File: src/rtl/ilv_sfifo.sv
module ilv_sfifo #(
  parameter int EW    = 16,
  parameter int DEPTH = 8
) (
  input  logic            clk,
  input  logic            rst_n,
  input  logic            port_en,
  input  logic [4:0]      cfg_wlen,
  input  logic            cfg_dual,
  input  logic            push_valid,
  input  logic [2*EW-1:0] push_pri,
  input  logic [2*EW-1:0] push_sec,
  output logic            full,
  input  logic            pop_ready,
  output logic            empty,
  output logic [2*EW-1:0] pop_data,
  output logic            pop_is_sec,
  output logic            overflow
);
  localparam int AW = $clog2(DEPTH);
  localparam int WW = 2 * EW;

  logic [EW-1:0] mem [DEPTH];
  logic [AW-1:0] wr_ptr, rd_ptr;
  logic [AW:0]   count, epw, per_push;
  logic [4:0]    wlen_q;
  logic          dual_q, tog, wide, do_push, do_pop;
  logic [WW-1:0] mask, pri_m, sec_m;
  logic [EW-1:0] slot [4];

  assign wide     = (wlen_q >= 5'(EW));
  assign epw      = (AW+1)'(wide ? 2 : 1);
  assign per_push = dual_q ? (epw << 1) : epw;
  assign empty    = (count == '0);
  assign full     = ({1'b0, count} + {1'b0, per_push}) > (AW+2)'(DEPTH);
  assign do_push  = port_en && push_valid && !full;
  assign do_pop   = port_en && pop_ready && !empty;

  assign mask  = {WW{1'b1}} >> (5'd31 - wlen_q);
  assign pri_m = push_pri & mask;
  assign sec_m = push_sec & mask;

  always_comb begin
    if (wide) begin
      slot[0] = pri_m[EW-1:0];
      slot[1] = pri_m[WW-1:EW];
      slot[2] = sec_m[EW-1:0];
      slot[3] = sec_m[WW-1:EW];
    end else begin
      slot[0] = pri_m[EW-1:0];
      slot[1] = sec_m[EW-1:0];
      slot[2] = '0;
      slot[3] = '0;
    end
  end

  always_ff @(posedge clk) begin
    if (do_push)
      for (int k = 0; k < 4; k++)
        if (k < int'(per_push))
          mem[wr_ptr + AW'(k)] <= slot[k];
  end

  always_ff @(posedge clk or negedge rst_n) begin
    if (!rst_n) begin
      wr_ptr   <= '0;
      rd_ptr   <= '0;
      count    <= '0;
      overflow <= 1'b0;
      tog      <= 1'b0;
      wlen_q   <= 5'd15;
      dual_q   <= 1'b0;
    end else if (!port_en) begin
      wr_ptr   <= '0;
      rd_ptr   <= '0;
      count    <= '0;
      overflow <= 1'b0;
      tog      <= 1'b0;
      wlen_q   <= (cfg_wlen < 5'd2) ? 5'd2 : cfg_wlen;
      dual_q   <= cfg_dual;
    end else begin
      if (do_push) wr_ptr <= wr_ptr + AW'(per_push);
      if (do_pop) begin
        rd_ptr <= rd_ptr + AW'(epw);
        tog    <= ~tog;
      end
      count <= count + (do_push ? per_push : (AW+1)'(0)) - (do_pop ? epw : (AW+1)'(0));
      if (push_valid && full) overflow <= 1'b1;
    end
  end

  assign pop_data   = wide ? {mem[rd_ptr + AW'(1)], mem[rd_ptr]} : {{EW{1'b0}}, mem[rd_ptr]};
  assign pop_is_sec = dual_q & tog;
endmodule

File: config.mk
export PLATFORM = sky130hd
export DESIGN_NAME = ilv_sfifo
export DESIGN_NICKNAME = d
export VERILOG_FILES = /design/src/rtl/ilv_sfifo.sv
export SDC_FILE = /design/constraint.sdc
export NUM_CORES = 1
export LEC_CHECK = 0
export BUFFER_PORTS_ARGS = -buffer_cell sky130_fd_sc_hd__buf_4
export CAP_MARGIN = 25
export CORE_MARGIN = 1.5
export CORE_UTILIZATION = 30
export CTS_BUF_LIST = sky130_fd_sc_hd__clkbuf_4 sky130_fd_sc_hd__clkbuf_8
export DETAILED_ROUTE_END_ITERATION = 8
export PLACE_DENSITY = 0.45
export RECOVER_POWER = 50
export SYNTH_ARGS = -nofsm -noshare
export SYNTH_HDL_FRONTEND = slang
export SYNTH_SLANG_ARGS = --single-unit
File: constraint.sdc
create_clock -name clk -period 5.84 [get_ports clk]
set_clock_uncertainty 0.2 [all_clocks]
set_input_delay 1.752 -clock clk [delete_from_list [all_inputs] [get_ports clk]]
set_output_delay 1.752 -clock clk [all_outputs]
set_load 0.02 [all_outputs]
== After elaboration in Yosys (flattened, before gate mapping) ==
Memories as Yosys holds them, arrays and structs flattened.
Cells that the tools add are included.
Word-level totals
  latch bits: 0
  register bits: 18
  bits in writable memories: 128
  output and inout bits: 36
  bits in read-only memories: 0
  input port bits: 75
  memories: 1
Cells by class
  order comparisons: 7
  reductions and logical operators: 8
  equal/unequal tests: 3
  shifts and indexed selects: 1
  $add $sub $neg: 10
  muxes and demuxes: 28
  $mul: 0
  divide/modulo/power cells: 0
  bitwise logic cells: 4
Memories
  mem: words 8, width 16, read ports 2, clocked after Yosys merged registers in 0, write ports 4, line 23  | logic [EW-1:0] mem [DEPTH];
Operator list (number)
  bitwise AND 32 bit: 2
  2-to-1 mux 48 bit: 1
  2-to-1 mux 32 bit: 1
  right shift 32 x 5 -> 32 bit, first input constant: 1
  2-to-1 mux 3 bit: 6
  2-to-1 mux 1 bit: 16
  adder 3 x 1 -> 3 bit, second input constant: 2
  adder 3 x 2 -> 3 bit, second input constant: 2
  less-than comparator 1 x 3 -> 1 bit, first input constant: 2
  less-than comparator 2 x 3 -> 1 bit, first input constant: 2
  != test 2 x 1 -> 1 bit, second input constant: 3
  adder 4 x 3 -> 5 bit: 1
  greater-or-equal comparator 5 bit, second input constant: 1
  greater-than comparator 5 x 4 -> 1 bit, second input constant: 1
  logical AND 1 bit: 5
  less-than comparator 5 x 2 -> 1 bit, second input constant: 1
  2-to-1 mux 5 bit: 1
  subtractor 5 bit, first input constant: 1
  adder 4 x 3 -> 4 bit: 1
  zero test 4 bit: 1
  2-to-1 mux 2 bit: 2
  2-to-1 mux 4 bit: 1
  subtractor 4 x 2 -> 4 bit: 1
  adder 3 x 2 -> 3 bit: 1
  other kinds (4): 5

== Depth between registers and ports, before layout ==
  word-level depth: 11
  depth in mapped cells: 22

== Least setup slack after synthesis ==
Ideal clock, no wire load.
  kind: reg2out
  from: register wlen_q[4]
  to: output port full
  data arrival time: 3.209 ns
  stages on the path, launching flop included: 14
  required time: 3.888 ns
  setup slack: 0.679 ns
  cells stage by stage: dfrtp_1 -> buf_2 -> buf_2 -> buf_2 -> buf_1 -> inv_1 -> ha_1 -> ha_1 -> fa_1 -> and3b_1 -> o21ai_2 -> buf_6 -> nand3_4 -> inv_2
Between the ends
  word-level cells in the longest chain between the ends: 5
Ends and longest elaborated chain
  start, declared: line 26  | logic [4:0] wlen_q;
  start signal, assigned: line 79  | wlen_q <= (cfg_wlen < 5'd2) ? 5'd2 : cfg_wlen;
  greater-or-equal comparator 5 bit: line 31  | assign wide = (wlen_q >= 5'(EW));
  2-to-1 mux 2 bit: line 32  | assign epw = (AW+1)'(wide ? 2 : 1);
  2-to-1 mux 3 bit: line 33  | assign per_push = dual_q ? (epw << 1) : epw;
  adder 4 x 3 -> 5 bit: line 35  | assign full = ({1'b0, count} + {1'b0, per_push}) > (AW+2)'(DEPTH);
  greater-than comparator 5 x 4 -> 1 bit: line 35
  end, declared: line 13  | output logic full,
No other way between the ends.

==> reports/qor.csv <==
stage;metric;value;unit
status;status;finished, violations left;
status;failing checks;max-capacitance violations, max-slew violations;
drt;vias per inst;6.05;
worst_setup_path;Worst setup startpoint;port_en;
logic_synthesis;Post-Synth XOR/XNOR Area;0.889;%
cts;Root Buffer Master;clkbuf_8;
worst_setup_path;Crit. End Element;register;
worst_setup_path;Crit Path Class;input pin to register;
cts;Clock transition at path regs;0.08;ns
drt;DRT antenna net count;0;
logic_synthesis;Synth Area in Adders;2.64;%
placed_design;HPWL Detailed;34600;µm
timing;Worst slew margin;-9.85;%
cts;Longest Clk Path Bufs;2;
logic_synthesis;post-synth top area cell;edfxtp_1;
logic_synthesis;YS warnings;0;
worst_setup_path;R2R depth;10;
logic_synthesis;Netlist cell types;68;
die;Initial Utilization;30.5;%
timing;max-slew violation count;17;
logic_synthesis;Syn Inst Count;1241;
drt;1st-pass router iterations;5;
placed_design;RePlAce Congestion;0.848;
logic_synthesis;Syn Area/Cell;9.53;µm²
worst_hold_path;HP Start;overflow$_DFFE_PN0P_;
die;Die ar.;0.0406;mm²
global_route;initial antenna violation count;0;
logic_synthesis;Compound-Gate Fraction of Synth Area;24.0;%
logic_synthesis;Mapped Area;0.0118;mm²
cts;Post-CTS Setup Inserts;0;
drt;Iter 0 DRT Violations;1285;
worst_setup_path;cell family with most CP delay;buffers and inverters;
layout;n_diodes;0;
placed_design;Post-Place Worst Slack;1.23;ns
drt;Via Count;11039;
layout;area occupied by multi-input gates;0.00685;mm²
job;max_cap viols;1;
layout;layout cells sized above 1;23.7;%
logic_synthesis;ys async rst share;12.3;%
worst_setup_path;critical path data required time;5.75;ns
placed_design;IO Port Bufs;110;
logic_synthesis;syn_nets;1338;
worst_hold_path;worst hold path class;register to register;
layout;Layout Nets;1391;
global_route;largest net degree at the start of global routing;49;
logic_synthesis;synth top area cells;edfxtp_1 (32%), mux4_2 (12%), o22ai_1 (6.1%);
drt;WL per Instance;28.1;µm
logic_synthesis;register bit total from synthesis;146;
worst_setup_path;Crit path largest cell delay;0.86;ns
worst_setup_path;Critical Path Slowest Stage Cell;clkbuf_1;
cts;TritonCTS clock tree;yes;
cts;CTS Hold Buffers Added;0;
die;Rows;72;
global_route;first-pass GRT wire length;73500;µm
layout;sequential cell area;0.00430;mm²
worst_setup_path;reg2reg start;dual_q$_DFFE_PN0N_;
timing;final worst path period share;92.1;%
worst_hold_path;hold endpoint;overflow$_DFFE_PN0P_;
drt;wirelength, routed;51300;µm
die;core area;0.0387;mm²
die;Die Height;202;µm
logic_synthesis;Synth Area in Simple Gates;14.1;%
timing;Final Critical Period;5.38;ns
die;Die Width;202;µm
logic_synthesis;Seq/Total Area, Yosys;36.3;%
worst_setup_path;critical-path cell list;clkbuf_1 > nand3_1 > nor2_1 > nand3_1 > clkbuf_1 > o2111ai_1 > clkbuf_1;
worst_setup_path;Worst R2R End;mem[7][7]$_DFFE_PP_;
cts;Sink Count;146;
cts;post-CTS resize count;0;
timing;final setup margin;0.462;ns
logic_synthesis;ys flop type;edfxtp_1;
worst_setup_path;flop-to-flop setup slack;1.06;ns
timing;# setup viols final;0;
logic_synthesis;mux cell area share after synthesis;15.9;%
logic_synthesis;Post-synth top cells;nor2_1 (146), edfxtp_1 (128), o22ai_1 (115);
timing;Final Hold Viols;0;
cts;worst-skew pair later-pin latency;0.49;ns
global_route;gr usage total;25.2;%
worst_setup_path;buffer and inverter count on the worst path;3;
worst_hold_path;hold depth;2;
power;pwr dens;328;mW/mm²
worst_setup_path;CP arrival;5.29;ns
power;Lkg Pwr;4.74;nW
timing;RSZ-0062 raised after global routing;false;
worst_setup_path;Critical Path Fanout Max;28;
logic_synthesis;Post-synth EDFFs;128;
die;IO Pins;111;
logic_synthesis;top-area cell type share of the netlist area;32.5;%
layout;synthesis-to-finish area growth;14.7;%
drt;# DRC;0;
worst_setup_path;crit path launch type;input pin;
logic_synthesis;cell with the most instances after synthesis;nor2_1;
timing;maximum clock rate;0.186;GHz
global_route;vias in the first global route;10438;
power;Max rail drop VDD;0.000163;V
cts;CTS H-tree lvls;4;
global_route;GRT overflow;0;
logic_synthesis;main combinational cell family by area after synthesis;compound AO/OA/AOI/OAI gates;
timing;slew at the pin closest to its max-slew limit;1.65;ns
layout;fillers;3963;
worst_setup_path;most frequent CP cell;clkbuf_1;
cts;CTS Buf Count;17;
timing;Sum Neg Setup Slack;0;ns
worst min-delay path: stages (launching register included):
cell     delay [ns]
dfrtp_1        0.36
a21oi_1        0.04
nor2b_1        0.09
through the flow:
step                      util [%]  instance area, µm²  cells  power [W]  hold slack, ns
after global routing          35.0               13600   1824    0.00467           0.394
after detailed placement      34.0               13200   1791    0.00352           0.320
final                         35.0               13600   1824    0.00445           0.333
after CTS                     35.2               13700   1822    0.00449           0.346
after global placement        33.9               13100   1788    0.00350           0.320
after floorplan                  -               11800   1241    0.00282           0.295
cells in the final DEF, fill, tap and decap left out, types with 4 or more instances in the layout:
cell type  Yosys  final
nor2b_1        9      9
fa_1           5      5
bufinv_16      0      6
a311oi_4       3      6
and3_1        12     12
inv_1         18     19
nand2b_1       4      4
clkbuf_8       0     17
nor3_1         9      9
o21ai_0       86     87
xor2_1         5      5
mux2_2        22     22
o211ai_1       9      9
or2_2          7      7
edfxtp_1     128    128
nand4_1        8      8
o2111ai_1      6      6
and2_0         1      5
nand3_1       23     23
clkbuf_1      84     12
nand2_1       90     91
a21oi_1      112    112
dfstp_2        4      4
o22ai_1      115    115
ha_1          17     16
buf_4          8    144
a211oi_2      10      7
mux4_2        64     64
a31oi_2        2      4
and2_1        30     26
mux2i_1       19     19
a211oi_1      65     68
o21ai_1       15     14
dfrtp_1       14     12
xnor2_1        7      6
nor2_1       146    146
kinds of logic (layout without fill, tap and decap cells):
| family | after synthesis | in the layout |
|---|---|---|
| compound gates | 447 | 447 |
| simple gates | 358 | 358 |
| flops | 146 | 146 |
| mux | 105 | 105 |
| fa+ha+maj | 22 | 22 |
| xor+xnor | 12 | 12 |
| buf+inv | 151 | 216 |
registers in the layout, summed over array words and instances (netlist names):
register,count
dual_q,1
wlen_q,5
mem,128
count,4
rd_ptr,3
overflow,1
wr_ptr,3
tog,1
metal layers:
layer / vias to the layer above / share of wire (%) / routed length (µm) / GRT usage, %
met5: - / 0 / 0 / 0
met4: 0 / 3.4 / 1760 / 9.49
met3: 98 / 7.9 / 4070 / 3.94
met2: 606 / 46 / 23600 / 39.8
met1: 5454 / 43 / 21800 / 34.6
li1: 4881 / - / - / -
report_power, final:
part	switching (W)	internal (W)
clock network	0.000414	0.000561
logic	0.00121	0.000876
registers	0.0000957	0.00129
total	0.00172	0.00273
how the worst max path moves through the flow:
stage | end | slack [ns] | depth (start not counted)
6_report | mem[7][7]$_DFFE_PP_ | 0.46 | 7
5_1_grt | mem[7][7]$_DFFE_PP_ | 0.33 | 7
4_1_cts | full | 0.69 | 8
3_5_place_dp | mem[1][7]$_DFFE_PP_ | 1.23 | 8
3_3_place_gp | mem[3][12]$_DFFE_PP_ | 1.24 | 6
2_1_floorplan | full | 0.68 | 13
cell type report:
| type | count | area share, % |
|---|---|---|
| clock buffer | 20 | 1.89 |
| clock inverter | 11 | 1.54 |
| inverter | 21 | 0.581 |
| multi-input combinational | 944 | 50.5 |
| sequential | 146 | 31.7 |
| tap | 518 | 4.78 |
| timing repair buffer | 164 | 8.99 |
Power figures use the tool's default switching activity.
